File: config.mk
export PLATFORM = sky130hd
export DESIGN_NAME = byte_and_unit
export DESIGN_NICKNAME = d
export VERILOG_FILES = /design/src/rtl/byte_and_pkg.sv /design/src/rtl/bau_decode.sv /design/src/rtl/bau_addr_step.sv /design/src/rtl/bau_logic.sv /design/src/rtl/byte_and_unit.sv
export SDC_FILE = /design/constraint.sdc
export NUM_CORES = 1
export LEC_CHECK = 0
export CAP_MARGIN = 10
export CORE_ASPECT_RATIO = 2
export CORE_MARGIN = 2
export CORE_UTILIZATION = 55
export CTS_CLUSTER_SIZE = 20
export DETAILED_ROUTE_END_ITERATION = 6
export DONT_BUFFER_PORTS = 1
export PLACE_DENSITY_LB_ADDON = 0.12
export SLEW_MARGIN = 20
export SYNTH_ARGS = -nofsm -noshare
export SYNTH_HDL_FRONTEND = slang
export SYNTH_SLANG_ARGS = --single-unit
File: constraint.sdc
create_clock -name clk -period 2.4 [get_ports clk]
set_input_delay 0 -clock clk [delete_from_list [all_inputs] [get_ports clk]]
set_output_delay 0 -clock clk [all_outputs]
set_load 0.02 [all_outputs]
File: src/rtl/byte_and_pkg.sv
package byte_and_pkg;
    localparam int BYTE_W     = 8;
    localparam int INSN_BYTES = 6;
    localparam int INSN_W     = INSN_BYTES * BYTE_W;
    localparam int NREG       = 8;
    localparam int RIDX_W     = $clog2(NREG);

    // condition-code bit positions
    localparam int FLAG_N = 3;
    localparam int FLAG_Z = 2;
    localparam int FLAG_V = 1;
    localparam int FLAG_C = 0;

    typedef enum logic [2:0] {K_NONE, K_REG, K_MEM, K_CCR, K_EXR} kind_e;
    typedef enum logic [2:0] {AM_IND, AM_POSTINC, AM_PREINC, AM_POSTDEC, AM_PREDEC} amode_e;
    typedef enum logic [2:0] {S_IDLE, S_EXEC, S_RD, S_RSP, S_CALC, S_WR} state_e;

    typedef struct packed {
        kind_e                kind;
        logic                 src_imm;
        logic [BYTE_W-1:0]    imm;
        logic [3:0]           src_nib;
        logic [3:0]           dst_nib;
        logic [RIDX_W-1:0]    areg;
        amode_e               amode;
    } dec_t;

    // two-bit step code shared by both auto-update encodings
    function automatic amode_e step_mode(input logic [1:0] code);
        case (code)
            2'd0:    return AM_POSTINC;
            2'd1:    return AM_PREINC;
            2'd2:    return AM_POSTDEC;
            default: return AM_PREDEC;
        endcase
    endfunction
endpackage

File: src/rtl/bau_decode.sv
module bau_decode
    import byte_and_pkg::*;
(
    input  logic [INSN_W-1:0] insn_i,
    output dec_t              dec_o
);
    logic [BYTE_W-1:0] b [INSN_BYTES];

    for (genvar i = 0; i < INSN_BYTES; i++) begin : g_split
        assign b[i] = insn_i[INSN_W-1-i*BYTE_W -: BYTE_W];
    end

    logic unused_tail;
    assign unused_tail = ^b[4][3:0];

    always_comb begin
        dec_o       = '0;
        dec_o.kind  = K_NONE;
        dec_o.amode = AM_IND;
        if (b[0][7:4] == 4'hE) begin
            dec_o.kind    = K_REG;
            dec_o.src_imm = 1'b1;
            dec_o.dst_nib = b[0][3:0];
            dec_o.imm     = b[1];
        end else if (b[0] == 8'h16) begin
            dec_o.kind    = K_REG;
            dec_o.src_nib = b[1][7:4];
            dec_o.dst_nib = b[1][3:0];
        end else if (b[0] == 8'h06) begin
            dec_o.kind = K_CCR;
            dec_o.imm  = b[1];
        end else if (b[0] == 8'h7D) begin
            dec_o.areg = b[1][6:4];
            if (b[2][7:4] == 4'hE) begin
                dec_o.kind    = K_MEM;
                dec_o.src_imm = 1'b1;
                dec_o.imm     = b[3];
            end else if (b[2] == 8'h16) begin
                dec_o.kind    = K_MEM;
                dec_o.src_nib = b[3][7:4];
            end
        end else if (b[0] == 8'h01) begin
            if (b[1] == 8'h41 && b[2] == 8'h06) begin
                dec_o.kind = K_EXR;
                dec_o.imm  = b[3];
            end else if (b[1][7:2] == 6'b0111_01 && b[2] == 8'h6C && b[4][7:4] == 4'hE) begin
                dec_o.kind    = K_MEM;
                dec_o.src_imm = 1'b1;
                dec_o.areg    = b[3][6:4];
                dec_o.amode   = step_mode(b[1][1:0]);
                dec_o.imm     = b[5];
            end else if (b[1] == 8'h79 && b[2][7:6] == 2'b10 && b[3][7:4] == 4'h6) begin
                dec_o.kind    = K_MEM;
                dec_o.areg    = b[2][2:0];
                dec_o.amode   = step_mode(b[2][5:4]);
                dec_o.src_nib = b[3][3:0];
            end
        end
    end
endmodule

File: src/rtl/bau_addr_step.sv
module bau_addr_step
    import byte_and_pkg::*;
#(
    parameter int AW = 32
) (
    input  logic [AW-1:0] base_i,
    input  amode_e        mode_i,
    output logic [AW-1:0] ea_o,
    output logic [AW-1:0] upd_o,
    output logic          upd_en_o
);
    logic [AW-1:0] plus1, minus1;
    assign plus1  = base_i + AW'(1);
    assign minus1 = base_i - AW'(1);

    always_comb begin
        ea_o     = base_i;
        upd_o    = base_i;
        upd_en_o = 1'b1;
        case (mode_i)
            AM_POSTINC: upd_o = plus1;
            AM_PREINC:  begin upd_o = plus1;  ea_o = plus1;  end
            AM_POSTDEC: upd_o = minus1;
            AM_PREDEC:  begin upd_o = minus1; ea_o = minus1; end
            default:    upd_en_o = 1'b0;
        endcase
    end
endmodule

File: src/rtl/bau_logic.sv
module bau_logic
    import byte_and_pkg::*;
(
    input  logic [BYTE_W-1:0] a_i,
    input  logic [BYTE_W-1:0] b_i,
    input  logic [7:0]        ccr_i,
    output logic [BYTE_W-1:0] res_o,
    output logic [7:0]        ccr_o
);
    always_comb begin
        res_o         = a_i & b_i;
        ccr_o         = ccr_i;
        ccr_o[FLAG_N] = res_o[BYTE_W-1];
        ccr_o[FLAG_Z] = (res_o == '0);
        ccr_o[FLAG_V] = 1'b0;
    end
endmodule

File: src/rtl/byte_and_unit.sv
module byte_and_unit
    import byte_and_pkg::*;
#(
    parameter int         REG_W    = 32,
    parameter logic [7:0] EXR_IMPL = 8'h87,
    parameter logic [7:0] CCR_RST  = 8'h80,
    parameter logic [7:0] EXR_RST  = 8'h87
) (
    input  logic                 clk,
    input  logic                 rst_n,
    input  logic                 insn_valid,
    output logic                 insn_ready,
    input  logic [INSN_W-1:0]    insn_bytes,
    output logic [RIDX_W-1:0]    rf_rd_a_idx,
    input  logic [REG_W-1:0]     rf_rd_a_data,
    output logic [RIDX_W-1:0]    rf_rd_b_idx,
    input  logic [REG_W-1:0]     rf_rd_b_data,
    output logic                 rf_we,
    output logic [RIDX_W-1:0]    rf_wr_idx,
    output logic [REG_W-1:0]     rf_wr_data,
    output logic                 mem_req_valid,
    input  logic                 mem_req_ready,
    output logic                 mem_req_we,
    output logic [REG_W-1:0]     mem_req_addr,
    output logic [BYTE_W-1:0]    mem_req_wdata,
    input  logic                 mem_rsp_valid,
    input  logic [BYTE_W-1:0]    mem_rsp_data,
    input  logic                 ctl_wr_en,
    input  logic                 ctl_wr_sel,
    input  logic [7:0]           ctl_wr_data,
    output logic [7:0]           ccr,
    output logic [7:0]           exr
);
    localparam int LANE_W = 2 * BYTE_W;

    typedef struct packed {
        state_e             st;
        dec_t               dec;
        logic [REG_W-1:0]   addr;
        logic [BYTE_W-1:0]  mdata;
        logic [BYTE_W-1:0]  wdata;
        logic [7:0]         ccr;
        logic [7:0]         exr;
    } regs_t;

    regs_t q, d;

    function automatic logic [BYTE_W-1:0] lane_get(input logic [LANE_W-1:0] w, input logic lo);
        return lo ? w[BYTE_W-1:0] : w[LANE_W-1:BYTE_W];
    endfunction

    function automatic logic [REG_W-1:0] lane_put(input logic [REG_W-1:0] w, input logic lo,
                                                  input logic [BYTE_W-1:0] v);
        logic [REG_W-1:0] r;
        r = w;
        if (lo) r[BYTE_W-1:0]      = v;
        else    r[LANE_W-1:BYTE_W] = v;
        return r;
    endfunction

    dec_t              dec_in;
    logic [REG_W-1:0]  ea, upd;
    logic              upd_en;
    logic [BYTE_W-1:0] op_a, op_b, res;
    logic [7:0]        ccr_and;
    logic              unused_rdb;

    assign unused_rdb = ^rf_rd_b_data[REG_W-1:LANE_W];

    bau_decode u_dec (.insn_i(insn_bytes), .dec_o(dec_in));

    bau_addr_step #(.AW(REG_W)) u_step (
        .base_i  (rf_rd_a_data),
        .mode_i  (q.dec.amode),
        .ea_o    (ea),
        .upd_o   (upd),
        .upd_en_o(upd_en)
    );

    // operand A is the memory byte in CALC, else the destination lane
    assign op_a = (q.st == S_CALC) ? q.mdata : lane_get(rf_rd_a_data[LANE_W-1:0], q.dec.dst_nib[3]);
    assign op_b = q.dec.src_imm ? q.dec.imm : lane_get(rf_rd_b_data[LANE_W-1:0], q.dec.src_nib[3]);

    bau_logic u_logic (.a_i(op_a), .b_i(op_b), .ccr_i(q.ccr), .res_o(res), .ccr_o(ccr_and));

    always_comb begin
        d             = q;
        insn_ready    = (q.st == S_IDLE);
        rf_rd_a_idx   = (q.dec.kind == K_MEM) ? q.dec.areg : q.dec.dst_nib[RIDX_W-1:0];
        rf_rd_b_idx   = q.dec.src_nib[RIDX_W-1:0];
        rf_we         = 1'b0;
        rf_wr_idx     = q.dec.dst_nib[RIDX_W-1:0];
        rf_wr_data    = lane_put(rf_rd_a_data, q.dec.dst_nib[3], res);
        mem_req_valid = 1'b0;
        mem_req_we    = 1'b0;
        mem_req_addr  = q.addr;
        mem_req_wdata = q.wdata;

        case (q.st)
            S_IDLE: begin
                if (insn_valid) begin
                    d.dec = dec_in;
                    d.st  = S_EXEC;
                end
            end
            S_EXEC: begin
                d.st = S_IDLE;
                case (q.dec.kind)
                    K_REG: begin
                        rf_we = 1'b1;
                        d.ccr = ccr_and;
                    end
                    K_MEM: begin
                        rf_we      = upd_en;
                        rf_wr_idx  = q.dec.areg;
                        rf_wr_data = upd;
                        d.addr     = ea;
                        d.st       = S_RD;
                    end
                    K_CCR:   d.ccr = q.ccr & q.dec.imm;
                    K_EXR:   d.exr = q.exr & q.dec.imm & EXR_IMPL;
                    default: ;
                endcase
            end
            S_RD: begin
                mem_req_valid = 1'b1;
                if (mem_req_ready) d.st = S_RSP;
            end
            S_RSP: begin
                if (mem_rsp_valid) begin
                    d.mdata = mem_rsp_data;
                    d.st    = S_CALC;
                end
            end
            S_CALC: begin
                d.wdata = res;
                d.ccr   = ccr_and;
                d.st    = S_WR;
            end
            S_WR: begin
                mem_req_valid = 1'b1;
                mem_req_we    = 1'b1;
                if (mem_req_ready) d.st = S_IDLE;
            end
            default: d.st = S_IDLE;
        endcase

        // loads from the rest of the CPU take precedence
        if (ctl_wr_en) begin
            if (ctl_wr_sel) d.exr = ctl_wr_data & EXR_IMPL;
            else            d.ccr = ctl_wr_data;
        end
    end

    always_ff @(posedge clk) begin
        if (!rst_n) begin
            q       <= '0;
            q.st    <= S_IDLE;
            q.ccr   <= CCR_RST;
            q.exr   <= EXR_RST & EXR_IMPL;
        end else begin
            q <= d;
        end
    end

    assign ccr = q.ccr;
    assign exr = q.exr;

    // a stalled request holds its fields
    a_r5_req_hold: assert property (@(posedge clk) disable iff (!rst_n)
        mem_req_valid && !mem_req_ready |=>
            mem_req_valid && $stable(mem_req_addr) && $stable(mem_req_we) && $stable(mem_req_wdata));

    // nothing new is requested while a read is outstanding
    a_r5_read_waits: assert property (@(posedge clk) disable iff (!rst_n)
        mem_req_valid && mem_req_ready && !mem_req_we |=> !mem_req_valid);

    // acceptance makes the unit busy
    a_r1_busy_after_accept: assert property (@(posedge clk) disable iff (!rst_n)
        insn_valid && insn_ready |=> !insn_ready);

    // register AND clears overflow, keeps carry
    a_r4_flag_rule: assert property (@(posedge clk) disable iff (!rst_n)
        q.st == S_EXEC && q.dec.kind == K_REG && !ctl_wr_en |=>
            !ccr[FLAG_V] && ccr[FLAG_C] == $past(ccr[FLAG_C]));

    // AND into exr leaves ccr alone
    a_r11_exr_keeps_ccr: assert property (@(posedge clk) disable iff (!rst_n)
        q.st == S_EXEC && q.dec.kind == K_EXR && !ctl_wr_en |=> $stable(ccr));

    // an unrecognized pattern writes no register
    a_r12_no_write: assert property (@(posedge clk) disable iff (!rst_n)
        q.st == S_EXEC && q.dec.kind == K_NONE |-> !rf_we);
endmodule

# After elaboration in Yosys (flattened, before gate mapping)
# Index checks and enable logic that the tools add are counted.
dict set report totals {
  word_cells 139
  regBits 93
  out_inout_bits 101
}
dict set report op_classes {
  mux 68
  reduce_logical 17
  n_eq_ne 36
  addsub 2
  bitwise 3
}
# cell count
set op_table {}
lappend op_table {{one-hot mux 32 bit (2 select lines)} 2}
lappend op_table {{two-way mux 8 bit} 12}
lappend op_table {{two-way mux 32 bit} 2}
lappend op_table {{two-way mux 16 bit} 3}
lappend op_table {{two-way mux 6 bit} 7}
lappend op_table {{two-way mux 4 bit} 10}
lappend op_table {{two-way mux 3 bit} 12}
lappend op_table {{adder 32 x 1 -> 32 bit (second input constant)} 1}
lappend op_table {{== test 8 x 7 -> 1 bit (second input constant)} 4}
lappend op_table {{one-hot mux 8 bit (2 select lines)} 2}
lappend op_table {{subtractor 32 x 1 -> 32 bit (second input constant)} 1}
lappend op_table {{two-way mux 29 bit} 1}
lappend op_table {{two-way mux 9 bit} 3}
lappend op_table {{bitwise AND 8 bit} 3}
lappend op_table {{== test 3 x 2 -> 1 bit (second input constant)} 6}
lappend op_table {{one-hot mux 3 bit (3 select lines)} 2}
lappend op_table {{one-hot mux 3 bit (6 select lines)} 1}
lappend op_table {{== test 8 x 3 -> 1 bit (second input constant)} 2}
lappend op_table {{== test 8 x 5 -> 1 bit (second input constant)} 2}
lappend op_table {{== test 3 bit (second input constant)} 4}
lappend op_table {{== test 4 bit (second input constant)} 3}
lappend op_table {{two-way mux 12 bit} 1}
lappend op_table {{== test 3 x 1 -> 1 bit (second input constant)} 3}
lappend op_table {{== test 8 x 1 -> 1 bit (second input constant)} 1}
lappend op_table {{16 further kinds} 38}

# Depth between registers and ports, before layout
# Gate-level depths: netlist (run 1).
dict set report logic_depth {
  ltp_word 13
  ltp_mapped 9
  mapped_depth_nobuf 8
}

# Hierarchy
# A second synthesis (run 1) with hierarchy kept.
dict set report hier_totals {
  hier_cells 1131
  area_unflattened_um2 8151.6
}
# module n_inst area_per_inst_um2 cells_per_inst seq_area_each_um2
set modules_own_cells {}
lappend modules_own_cells {byte_and_unit 1 5119.9 676 1861.8}
lappend modules_own_cells {bau_addr_step 1 2016.9 308 0.0}
lappend modules_own_cells {bau_decode 1 873.3 128 0.0}
lappend modules_own_cells {bau_logic 1 141.4 19 0.0}

# Least setup slack after synthesis (run 1)
# OpenSTA, ideal clock, no wires.
dict set report synth_path {
  kind {reg2out}
  startpoint {reg q[66] (netlist name)}
  endpoint {out rf_wr_data[26]}
  path_buffers 3
  required_time_ps 2400
  setup_slack_ps 219
  path_stages_with_launch 8
  arrival_ps 2181
  cell_sequence {dfxtp_1 -> clkbuf_1 -> nor3b_2 -> a21o_1 -> clkbuf_1 -> clkbuf_1 -> a22oi_1 -> o31ai_1}
}
dict set report synth_via {
  elab_chain_cells 5
}
# item line_no
set synth_rtl {}
lappend synth_rtl {{start, declared} byte_and_unit.sv:46} ;# regs_t q, d;
lappend synth_rtl {{== test 3 x 2 -> 1 bit (tied with other cells)} bau_addr_step.sv:20} ;# case (mode_i)
lappend synth_rtl {{OR reduction 2 bit (no source line)} -}
lappend synth_rtl {{one-hot mux 32 bit (2 select lines) (*)} bau_addr_step.sv:20}
lappend synth_rtl {{two-way mux 32 bit (*)} byte_and_unit.sv:108} ;# case (q.dec.kind)
lappend synth_rtl {{two-way mux 32 bit (*)} byte_and_unit.sv:99} ;# case (q.st)
lappend synth_rtl {{end, declared} byte_and_unit.sv:20} ;# output logic [REG_W-1:0] rf_wr_data,
# Every way passes the cells marked *; elsewhere a longest branch is shown, timed or not.

# Worst setup path in the final report (run 1)
dict set report layout_path {
  startpoint {reg q[66] (netlist name)}
  endpoint {out rf_wr_data[12]}
}
# Same word-level chain as after synthesis.

==> results of run 1 <==
## sequential cells by signal, indices dropped and copies added (netlist names)
signal / count
ccr: 8
mem_req_wdata: 8
rf_rd_b_idx: 3
exr: 8
q: 34
mem_req_addr: 32
## kinds of logic (layout without fill, tap and decap cells)
family / Yosys count / count (layout) / synth area share (%)
and+or+nand+nor: 450 / 450 / 28.6
other: 0 / 1 / 0
AOI/OAI and AO/OA: 365 / 365 / 28.9
DFF: 93 / 93 / 23.0
xor gates and xnor gates: 28 / 28 / 3.03
adders and majority gates: 10 / 10 / 1.55
muxes: 32 / 32 / 4.21
buffers and inverters: 164 / 217 / 10.6
## cell usage in the layout (no fill, tap or decap), types with 12 or more instances in the layout
master	netlist	final
nand2_1	160	159
o21ai_0	103	102
a21oi_1	103	100
dlygate4sd3_1	0	98
dfxtp_1	93	87
buf_4	60	86
nor2_1	80	79
nand3_1	36	36
nor3_1	31	30
nor4_1	24	24
o22ai_1	18	18
and2_1	18	17
mux2_2	16	16
xnor2_1	17	16
mux2i_1	16	16
a22oi_1	15	15
inv_1	14	14
a221oi_1	14	13
nand2b_1	12	12
## timing repair
| action | 4_1_cts | 5_1_grt |
|---|---|---|
| gates resized for setup | 7 | 15 |
| setup endpoints to repair | 8 | 28 |
| hold buffers | 99 | 0 |
| endpoints found under the hold margin | 83 | 0 |
## layout make-up
cell class	instances	area [sq um]	area share, %
clock inverters	5	109	1.13
inverters	15	56.3	0.585
multi-input cells	885	5440	56.5
diodes	1	2.50	0.0260
well taps	192	240	2.50
repair buffers	187	1680	17.4
flip-flops and latches	93	1870	19.4
clock buffers	10	229	2.38
## critical path, delay by kind of cell, from the launching register on
| family | cells | cell delay (ns) |
|---|---|---|
| AOI/OAI and AO/OA | 4 | 1.05 |
| and+or+nand+nor | 1 | 0.32 |
| buffers and inverters | 1 | 0.20 |
| DFF | 1 | 0.42 |
## worst paths after layout
check	startpoint	to
max reg2reg	q[91]	q[72]
max	q[66]	rf_wr_data[12]
min reg2reg	q[27]	q[27]
min	rf_rd_a_data[10]	mem_req_addr[10]
## power groups by stage
stage / registers, W / logic (W) / clock network (W)
2_1_floorplan: 0.00162 / 0.000480 / 0
4_1_cts: 0.00162 / 0.000716 / 0.00169
6_report: 0.00162 / 0.000737 / 0.00168
3_5_place_dp: 0.00166 / 0.000547 / 0
5_1_grt: 0.00162 / 0.000782 / 0.00175
3_3_place_gp: 0.00165 / 0.000544 / 0
## per-layer routing
metal | up-vias | share of wire (%)
met2 | 622 | 50
met1 | 4318 | 31
li1 | 4263 | -
met4 | 0 | 11
met5 | - | 0
met3 | 219 | 7.6
## metrics by stage
step	cells	power (W)	utilization (%)	setup TNS, ns	area [sq um]
finish	1388	0.00404	67.0	0	9620
global route	1388	0.00416	67.0	-0.00311	9620
CTS	1387	0.00403	66.7	0	9570
detailed placement	1273	0.00220	57.2	0	8210
global placement	1273	0.00220	57.2	0	8210
floorplan	1142	0.00210	-	0	8090
==> impl_metrics.env, run 1 <==
export IMPL_max_freq_mhz=428
export IMPL_required_ns=2.40
export IMPL_path_class="flip-flop to output pin"
export IMPL_grt_max_degree=43
export IMPL_drt_pass1_iterations=6
export IMPL_core_area_sq_um=14400
export IMPL_slowest_delay_ns=0.42
export IMPL_syn_nets=1287
export IMPL_synth_top_area_share_pct=23.0
export IMPL_ys_seq_area_share_pct=23.0
export IMPL_clk_pin_slew_ns=0.07
export IMPL_start_kind="flip-flop"
export IMPL_grt_use_met3_pct=7.98
export IMPL_max_cap_viol_count=0
export IMPL_yosysWarnings=0
export IMPL_grt_use_met1_pct=37.3
export IMPL_hold_viol_final=0
export IMPL_cts_tree="done"
export IMPL_synth_common_cells="nand2_1 (160), a21oi_1 (103), o21ai_0 (103), dfxtp_1 (93), nor2_1 (80)"
export IMPL_p_int_w=0.00293
export IMPL_pwr_share_comb_pct=18.2
export IMPL_grt_use_met2_pct=74.7
export IMPL_io_buffers=0
export IMPL_grt_pass1_vias=9529
export IMPL_yosys_area_top_type="dfxtp_1"
export IMPL_n_fill_cell=1319
export IMPL_clockBufferDepth=2
export IMPL_skew_ns=0.00733
export IMPL_die_w_microns=89.7
export IMPL_cp_slowest_cell="dfxtp_2"
export IMPL_synth_area_sq_um=8090
export IMPL_p_seq_share_pct=40.2
export IMPL_final_max_slew_viol_count=0
export IMPL_p_leak_nw=3.41
export IMPL_drive_above_1_share_pct=14.2
export IMPL_worstPathMaxFanout=9
export IMPL_fin_crit_sh_pct=97.5
export IMPL_grt_overflow=0
export IMPL_async_reset_ff_share_pct=0
export IMPL_antenna_left=0
export IMPL_worst_pin_slew_ns=0.797
export IMPL_pre_cts_slack_ns=0.325
export IMPL_setup_violations=0
export IMPL_syn_inst=1142
export IMPL_postCtsSetupRepairBufs=0
export IMPL_num_rows=62
export IMPL_cp_arrival_ns=2.34
export IMPL_initial_utilization_pct=56.3
export IMPL_htreeDepth=3
export IMPL_antenna_found_initial=1
export IMPL_status="finished, final reports clean"
export IMPL_nNetsFinal=1336
export IMPL_whs_ns=0.0187
export IMPL_pin_count=236
export IMPL_die_height_microns=175
export IMPL_reg2reg_slack_ns=0.14
export IMPL_grt_use_total_pct=41.3
export IMPL_reg2reg_depth=6
export IMPL_grt_first_pass_wirelength_microns=51200
export IMPL_synthToLayoutAreaGrowth_pct=19.0
export IMPL_clk_latency_ns=0.36
export IMPL_hold_class="primary input to flip-flop"
export IMPL_cts_root_buffer="clkbuf_16"
export IMPL_synth_area_leaders="dfxtp_1 (23%), nand2_1 (7.4%), a21oi_1 (6.4%), o21ai_0 (6.4%), buf_4 (5.6%)"
export IMPL_worstPathCellList="nor3b_4 -> a21oi_4 -> buf_4 -> o32ai_1 -> o21ai_0 -> a221o_1"
export IMPL_finalWorstSetupSlack_ns=0.0609
export IMPL_hpwl_microns=23800
export IMPL_cp_end_kind="output pin"
export IMPL_synth_ff_type="dfxtp_1"
export IMPL_synth_edf_count=0
export IMPL_synth_cell_types=78
export IMPL_drc_errors=0
export IMPL_synth_most_common_cell="nand2_1"
export IMPL_ys_seq_elements=93
export IMPL_wl_per_cell_microns=24.2
export IMPL_busiest_layer="met2"
export IMPL_p_per_area_nw_per_um2=420
export IMPL_switching_share_pct=27.6
export IMPL_numCtsBuffers=9
export IMPL_clkSinkCount=93
export IMPL_period_minus_slack_ns=2.34
export IMPL_num_vias=9422
export IMPL_gp_congestion=0.992
export IMPL_dieArea_sq_um=15700
export IMPL_power_switching_w=0.00111
export IMPL_drt_iter0_markers=831
export IMPL_hold_path_depth=3
export IMPL_syn_avg_cell_area_sq_um=7.08
export IMPL_via_per_inst=6.79
export IMPL_p_clk_share_pct=41.6
export IMPL_wl_microns=33600
export IMPL_ir_worst_vdd_v=0.000464
export IMPL_slew_headroom_pct=46.4
(Power assumes the default switching activity.)
==> inputs of run 2 (changes only) <==
--- a/config.mk
+++ b/config.mk
@@ -8,7 +8,7 @@
 export CAP_MARGIN = 10
 export CORE_ASPECT_RATIO = 2
 export CORE_MARGIN = 2
-export CORE_UTILIZATION = 55
+export CORE_UTILIZATION = 35
 export CTS_CLUSTER_SIZE = 20
 export DETAILED_ROUTE_END_ITERATION = 6
 export DONT_BUFFER_PORTS = 1
==> constraint.sdc (replaced) <==
create_clock -name clk -period 2.4 [get_ports clk]
set_input_delay 0.12 -clock clk [delete_from_list [all_inputs] [get_ports clk]]
set_output_delay 0.12 -clock clk [all_outputs]
set_load 0.02 [all_outputs]
==> impl_metrics.env, run 2 (synthesized netlist as in run 1, its figures left out) <==
export IMPL_pin_count=236
export IMPL_cts_root_buffer="clkbuf_16"
export IMPL_layout_common_cells="nand2_1 (154), buf_4 (123), o21ai_0 (97), a21oi_1 (92), dfxtp_1 (86)"
export IMPL_gp_congestion=0.968
export IMPL_cts_tree="done"
export IMPL_antenna_left=0
export IMPL_die_height_microns=219
export IMPL_reg2reg_depth=8
export IMPL_grt_max_degree=42
export IMPL_top_register="q"
export IMPL_max_freq_mhz=419
export IMPL_r2r_start="q[66]"
export IMPL_required_ns=2.28
export IMPL_grt_use_total_pct=29.6
export IMPL_path_class="flip-flop to output pin"
export IMPL_grt_first_pass_wirelength_microns=55100
export IMPL_grt_pass1_vias=9113
export IMPL_dieArea_sq_um=24400
export IMPL_final_max_slew_viol_count=0
export IMPL_num_vias=9170
export IMPL_initial_utilization_pct=35.6
export IMPL_numCtsBuffers=9
export IMPL_cp_arrival_ns=2.26
export IMPL_multi_input_area_sq_um=5630
export IMPL_rr_endpoint="mem_req_addr[7]"
export IMPL_slew_headroom_pct=60.7
export IMPL_die_w_microns=111
export IMPL_antenna_found_initial=0
export IMPL_fin_crit_sh_pct=99.4
export IMPL_clkSinkCount=93
export IMPL_n_fill_cell=2391
export IMPL_hold_path_depth=2
export IMPL_whs_ns=0.00424
export IMPL_drive_above_1_share_pct=21.0
export IMPL_cp_end_kind="output pin"
export IMPL_worstPathMaxFanout=19
export IMPL_hold_class="primary input to flip-flop"
export IMPL_largest_reg_flops=34
export IMPL_status="finished, final reports clean"
export IMPL_htreeDepth=3
export IMPL_rsz0062_at_grt="yes"
export IMPL_power_w=0.00388
export IMPL_clk_pin_slew_ns=0.08
export IMPL_min_from="rf_rd_a_data[19]"
export IMPL_fin_area_sq_um=10100
export IMPL_synthToLayoutAreaGrowth_pct=24.7
export IMPL_final_common_cell="nand2_1"
export IMPL_hpwl_microns=28200
export IMPL_period_minus_slack_ns=2.38
export IMPL_wl_per_cell_microns=25.1
export IMPL_p_leak_nw=3.60
export IMPL_core_area_sq_um=22700
export IMPL_wl_microns=37500
export IMPL_setup_violations=0
export IMPL_max_cap_viol_count=0
export IMPL_via_per_inst=6.13
export IMPL_io_buffers=0
export IMPL_drt_iter0_markers=519
export IMPL_skew_ns=0.00510
export IMPL_clk_latency_ns=0.38
export IMPL_postPlaceCellArea_sq_um=8590
export IMPL_antenna_cells=0
export IMPL_num_rows=78
export IMPL_drc_errors=0
export IMPL_setup_tns_final_ns=0
export IMPL_drt_pass1_iterations=5
export IMPL_ir_worst_vdd_v=0.000265
export IMPL_worst_pin_slew_ns=0.590
export IMPL_seq_area_sq_um=1880
export IMPL_nNetsFinal=1355
export IMPL_p_per_area_nw_per_um2=385
export IMPL_hold_viol_final=0
export IMPL_min_to="mem_req_addr[19]"
export IMPL_grt_overflow=0
export IMPL_start_kind="flip-flop"
export IMPL_clockBufferDepth=2
export IMPL_reg2reg_slack_ns=0.12
run 2: changes by cell type in the layout (fill, tap and decap cells not counted), moves of 5 or more:
cell           before  now
o31ai_1            11    6
buf_4              86  123
nand2_1           159  154
o21ai_0           102   97
buf_12              2    7
dlygate4sd3_1      98   68
a21oi_1           100   92
a21oi_2             2   10
run 2: what timing repair did:
item | 4_1_cts | 5_1_grt
endpoints found under the setup margin | 31 | 35
hold buffers | 69 | 0
resized for setup | 31 | 57
buffers inserted | 1 | 11
pin swaps | 2 | 17
gates cloned | 0 | 2
hold endpoints to repair | 67 | 0
run 2: metal layers:
layer | global-route usage (%) | share of wire (%)
met1 | 27.6 | 32
met2 | 57.2 | 55
met3 | 4.86 | 5.5
met4 | 21.2 | 7.9
met5 | 0 | 0
run 2: final cells by class:
cell class                      instances  share of cell area [%]
Sequential cell                        93                    18.6
Timing Repair Buffer                  206                    18.6
Tap cell                              280                    3.47
Clock inverter                          7                   0.794
Clock buffer                            9                    2.23
Inverter                               15                   0.558
Multi-Input combinational cell        885                    55.8
run 2: worst max-delay path by stage:
| stage | startpoint | to | slack (ns) | cells after the start |
|---|---|---|---|---|
| after detailed placement | q[65] | rf_wr_data[10] | 0.01 | 8 |
| after global placement | q[65] | rf_wr_data[10] | 0.05 | 8 |
| after floorplan | rf_rd_a_data[1] | rf_wr_data[20] | 0.05 | 9 |
| after global routing | q[65] | rf_wr_data[2] | -0.05 | 8 |
| after CTS | q[91] | rf_wr_data[10] | -0.03 | 8 |
| final | q[65] | rf_wr_data[2] | 0.02 | 8 |
run 2: critical path, stage by stage (launching register included):
cell	delay, ns
dfxtp_4	0.38
xnor2_4	0.16
buf_4	0.14
nor2_1	0.18
buf_12	0.21
a22oi_1	0.13
a211o_1	0.31
a21oi_2	0.20
buf_4	0.18
run 2: per-stage QoR:
step / cells / setup slack, ns / utilization (%)
after floorplan: 1142 / 0.0477 / -
after global placement: 1396 / 0.0484 / 37.8
after detailed placement: 1396 / 0.0108 / 37.8
after CTS: 1482 / -0.0296 / 42.8
after global routing: 1495 / -0.0537 / 44.4
final: 1495 / 0.0150 / 44.4
run 2: power breakdown:
| part | switching (W) | internal, W |
|---|---|---|
| sequential | 0.0000552 | 0.00157 |
| clock | 0.000797 | 0.000741 |
| combinational | 0.000399 | 0.000325 |
| total | 0.00125 | 0.00263 |
==> inputs of run 3 (changes only) <==
--- a/config.mk
+++ b/config.mk
@@ -5,7 +5,6 @@
 export SDC_FILE = /design/constraint.sdc
 export NUM_CORES = 1
 export LEC_CHECK = 0
-export CAP_MARGIN = 10
 export CORE_ASPECT_RATIO = 2
 export CORE_MARGIN = 2
 export CORE_UTILIZATION = 35
@@ -13,6 +12,7 @@
 export DETAILED_ROUTE_END_ITERATION = 6
 export DONT_BUFFER_PORTS = 1
 export PLACE_DENSITY_LB_ADDON = 0.12
+export RECOVER_POWER = 100
 export SLEW_MARGIN = 20
 export SYNTH_ARGS = -nofsm -noshare
 export SYNTH_HDL_FRONTEND = slang
==> impl_metrics.env, run 3 (synthesized netlist as in run 1, its figures left out) <==
export IMPL_worstPathCellList="xnor2_4 -> buf_4 -> nor2_1 -> buf_12 -> a22oi_1 -> a211o_1 -> a21oi_2 -> buf_4"
export IMPL_rsz0062_at_grt="yes"
export IMPL_clk_pin_slew_ns=0.08
export IMPL_period_minus_slack_ns=2.39
export IMPL_drc_errors=0
export IMPL_hpwl_microns=28200
export IMPL_via_per_inst=6.15
export IMPL_cts_tree="done"
export IMPL_gp_congestion=0.968
export IMPL_drt_pass1_iterations=5
export IMPL_n_fill_cell=2392
export IMPL_path_class="flip-flop to output pin"
export IMPL_drive_above_1_share_pct=20.7
export IMPL_max_cap_viol_count=0
export IMPL_clockBufferDepth=2
export IMPL_grt_max_degree=42
export IMPL_largest_reg_flops=34
export IMPL_numCtsBuffers=9
export IMPL_grt_first_pass_wirelength_microns=55100
export IMPL_setup_violations=0
export IMPL_slowest_delay_ns=0.38
export IMPL_worstPathMaxFanout=19
export IMPL_num_rows=78
export IMPL_path_delay_family="compound AO/OA/AOI/OAI gates"
export IMPL_p_per_area_nw_per_um2=385
export IMPL_worst_pin_slew_ns=0.594
export IMPL_critPathBufInv=3
export IMPL_clkSinkCount=93
export IMPL_grt_pass1_vias=9113
export IMPL_antenna_found_initial=0
export IMPL_io_buffers=0
export IMPL_reg2reg_depth=8
export IMPL_p_leak_nw=3.60
export IMPL_clk_latency_ns=0.38
export IMPL_multi_input_area_sq_um=5620
export IMPL_required_ns=2.28
export IMPL_fin_crit_sh_pct=99.4
export IMPL_slew_headroom_pct=60.4
export IMPL_start_kind="flip-flop"
export IMPL_synthToLayoutAreaGrowth_pct=24.6
export IMPL_hold_viol_final=0
export IMPL_cts_root_buffer="clkbuf_16"
export IMPL_num_vias=9196
export IMPL_die_w_microns=111
export IMPL_hold_path_depth=2
export IMPL_cp_slowest_cell="dfxtp_4"
export IMPL_ir_worst_vdd_v=0.000265
export IMPL_seq_area_sq_um=1880
export IMPL_pin_count=236
export IMPL_instances_no_fill=1495
export IMPL_drt_iter0_markers=522
export IMPL_dp_cells=1396
export IMPL_final_common_cell="nand2_1"
export IMPL_nNetsFinal=1355
export IMPL_wl_microns=37500
export IMPL_cp_arrival_ns=2.27
export IMPL_die_height_microns=219
export IMPL_max_freq_mhz=419
export IMPL_hold_class="primary input to flip-flop"
export IMPL_cp_end_kind="output pin"
export IMPL_grt_use_total_pct=29.6
export IMPL_htreeDepth=3
export IMPL_antenna_left=0
export IMPL_status="finished, final reports clean"
export IMPL_wl_per_cell_microns=25.1
export IMPL_skew_ns=0.00544
export IMPL_initial_utilization_pct=35.6
export IMPL_antenna_cells=0
export IMPL_power_w=0.00388
export IMPL_dieArea_sq_um=24400
export IMPL_layout_common_cells="nand2_1 (154), buf_4 (123), o21ai_0 (98), a21oi_1 (92), dfxtp_1 (86)"
export IMPL_crit_top_cell="buf_4"
export IMPL_path_depth=8
export IMPL_final_max_slew_viol_count=0
export IMPL_top_register="q"
export IMPL_grt_overflow=0
export IMPL_core_area_sq_um=22700
## run 3: repair_timing
item,4_1_cts,5_1_grt
pin swaps,2,17
hold buffers,69,0
resized for setup,31,57
setup endpoints to repair,31,35
cloned,0,2
hold endpoints to repair,67,0
setup buffers,1,11
## run 3: stage by stage
stage | cell area, sq um | setup slack, ns | utilization (%) | setup TNS (ns) | hold slack [ns]
3_3_place_gp | 8590 | 0.0484 | 37.8 | 0 | 0.188
4_1_cts | 9720 | -0.0296 | 42.8 | -0.0313 | 0.000456
3_5_place_dp | 8590 | 0.0108 | 37.8 | 0 | 0.192
5_1_grt | 10100 | -0.0537 | 44.3 | -0.414 | 0.0158
2_1_floorplan | 8090 | 0.0477 | - | 0 | 0.242
6_report | 10100 | 0.0143 | 44.3 | 0 | 0.00420
## run 3: layout make-up
type                            count  area share [%]
Sequential cell                    93            18.6
Clock buffer                        9            2.23
Timing Repair Buffer              206            18.6
Multi-Input combinational cell    885            55.7
Clock inverter                      7           0.794
Tap cell                          280            3.48
Inverter                           15           0.559
## run 3: final timing paths
| path | start | slack [ns] | to |
|---|---|---|---|
| max | q[65] | 0.01 | rf_wr_data[2] |
| min | rf_rd_a_data[19] | 0.004 | mem_req_addr[19] |
| max reg2reg | q[66] | 0.13 | mem_req_addr[7] |
| min reg2reg | q[24] | 0.46 | q[24] |
## run 3: power breakdown
part	internal, W	switching [W]	total (W)
sequential	0.00157	0.0000554	0.00162
combinational	0.000324	0.000399	0.000723
clock	0.000741	0.000794	0.00153
## run 3: layer usage
layer / part of all wire [%] / GRT usage [%]
met5: 0 / 0
met4: 7.9 / 21.2
met3: 5.2 / 4.86
met2: 55 / 57.2
met1: 32 / 27.6
## run 3: worst register-to-register path, stage by stage (launching register included)
cell and delay (ns):
dfxtp_2 0.43, nor2b_1 0.28, nand2b_2 0.20, buf_4 0.22
buf_4 0.18, nor2_1 0.11, nand3_1 0.08, a31oi_1 0.17
dlygate4sd3_1 0.56
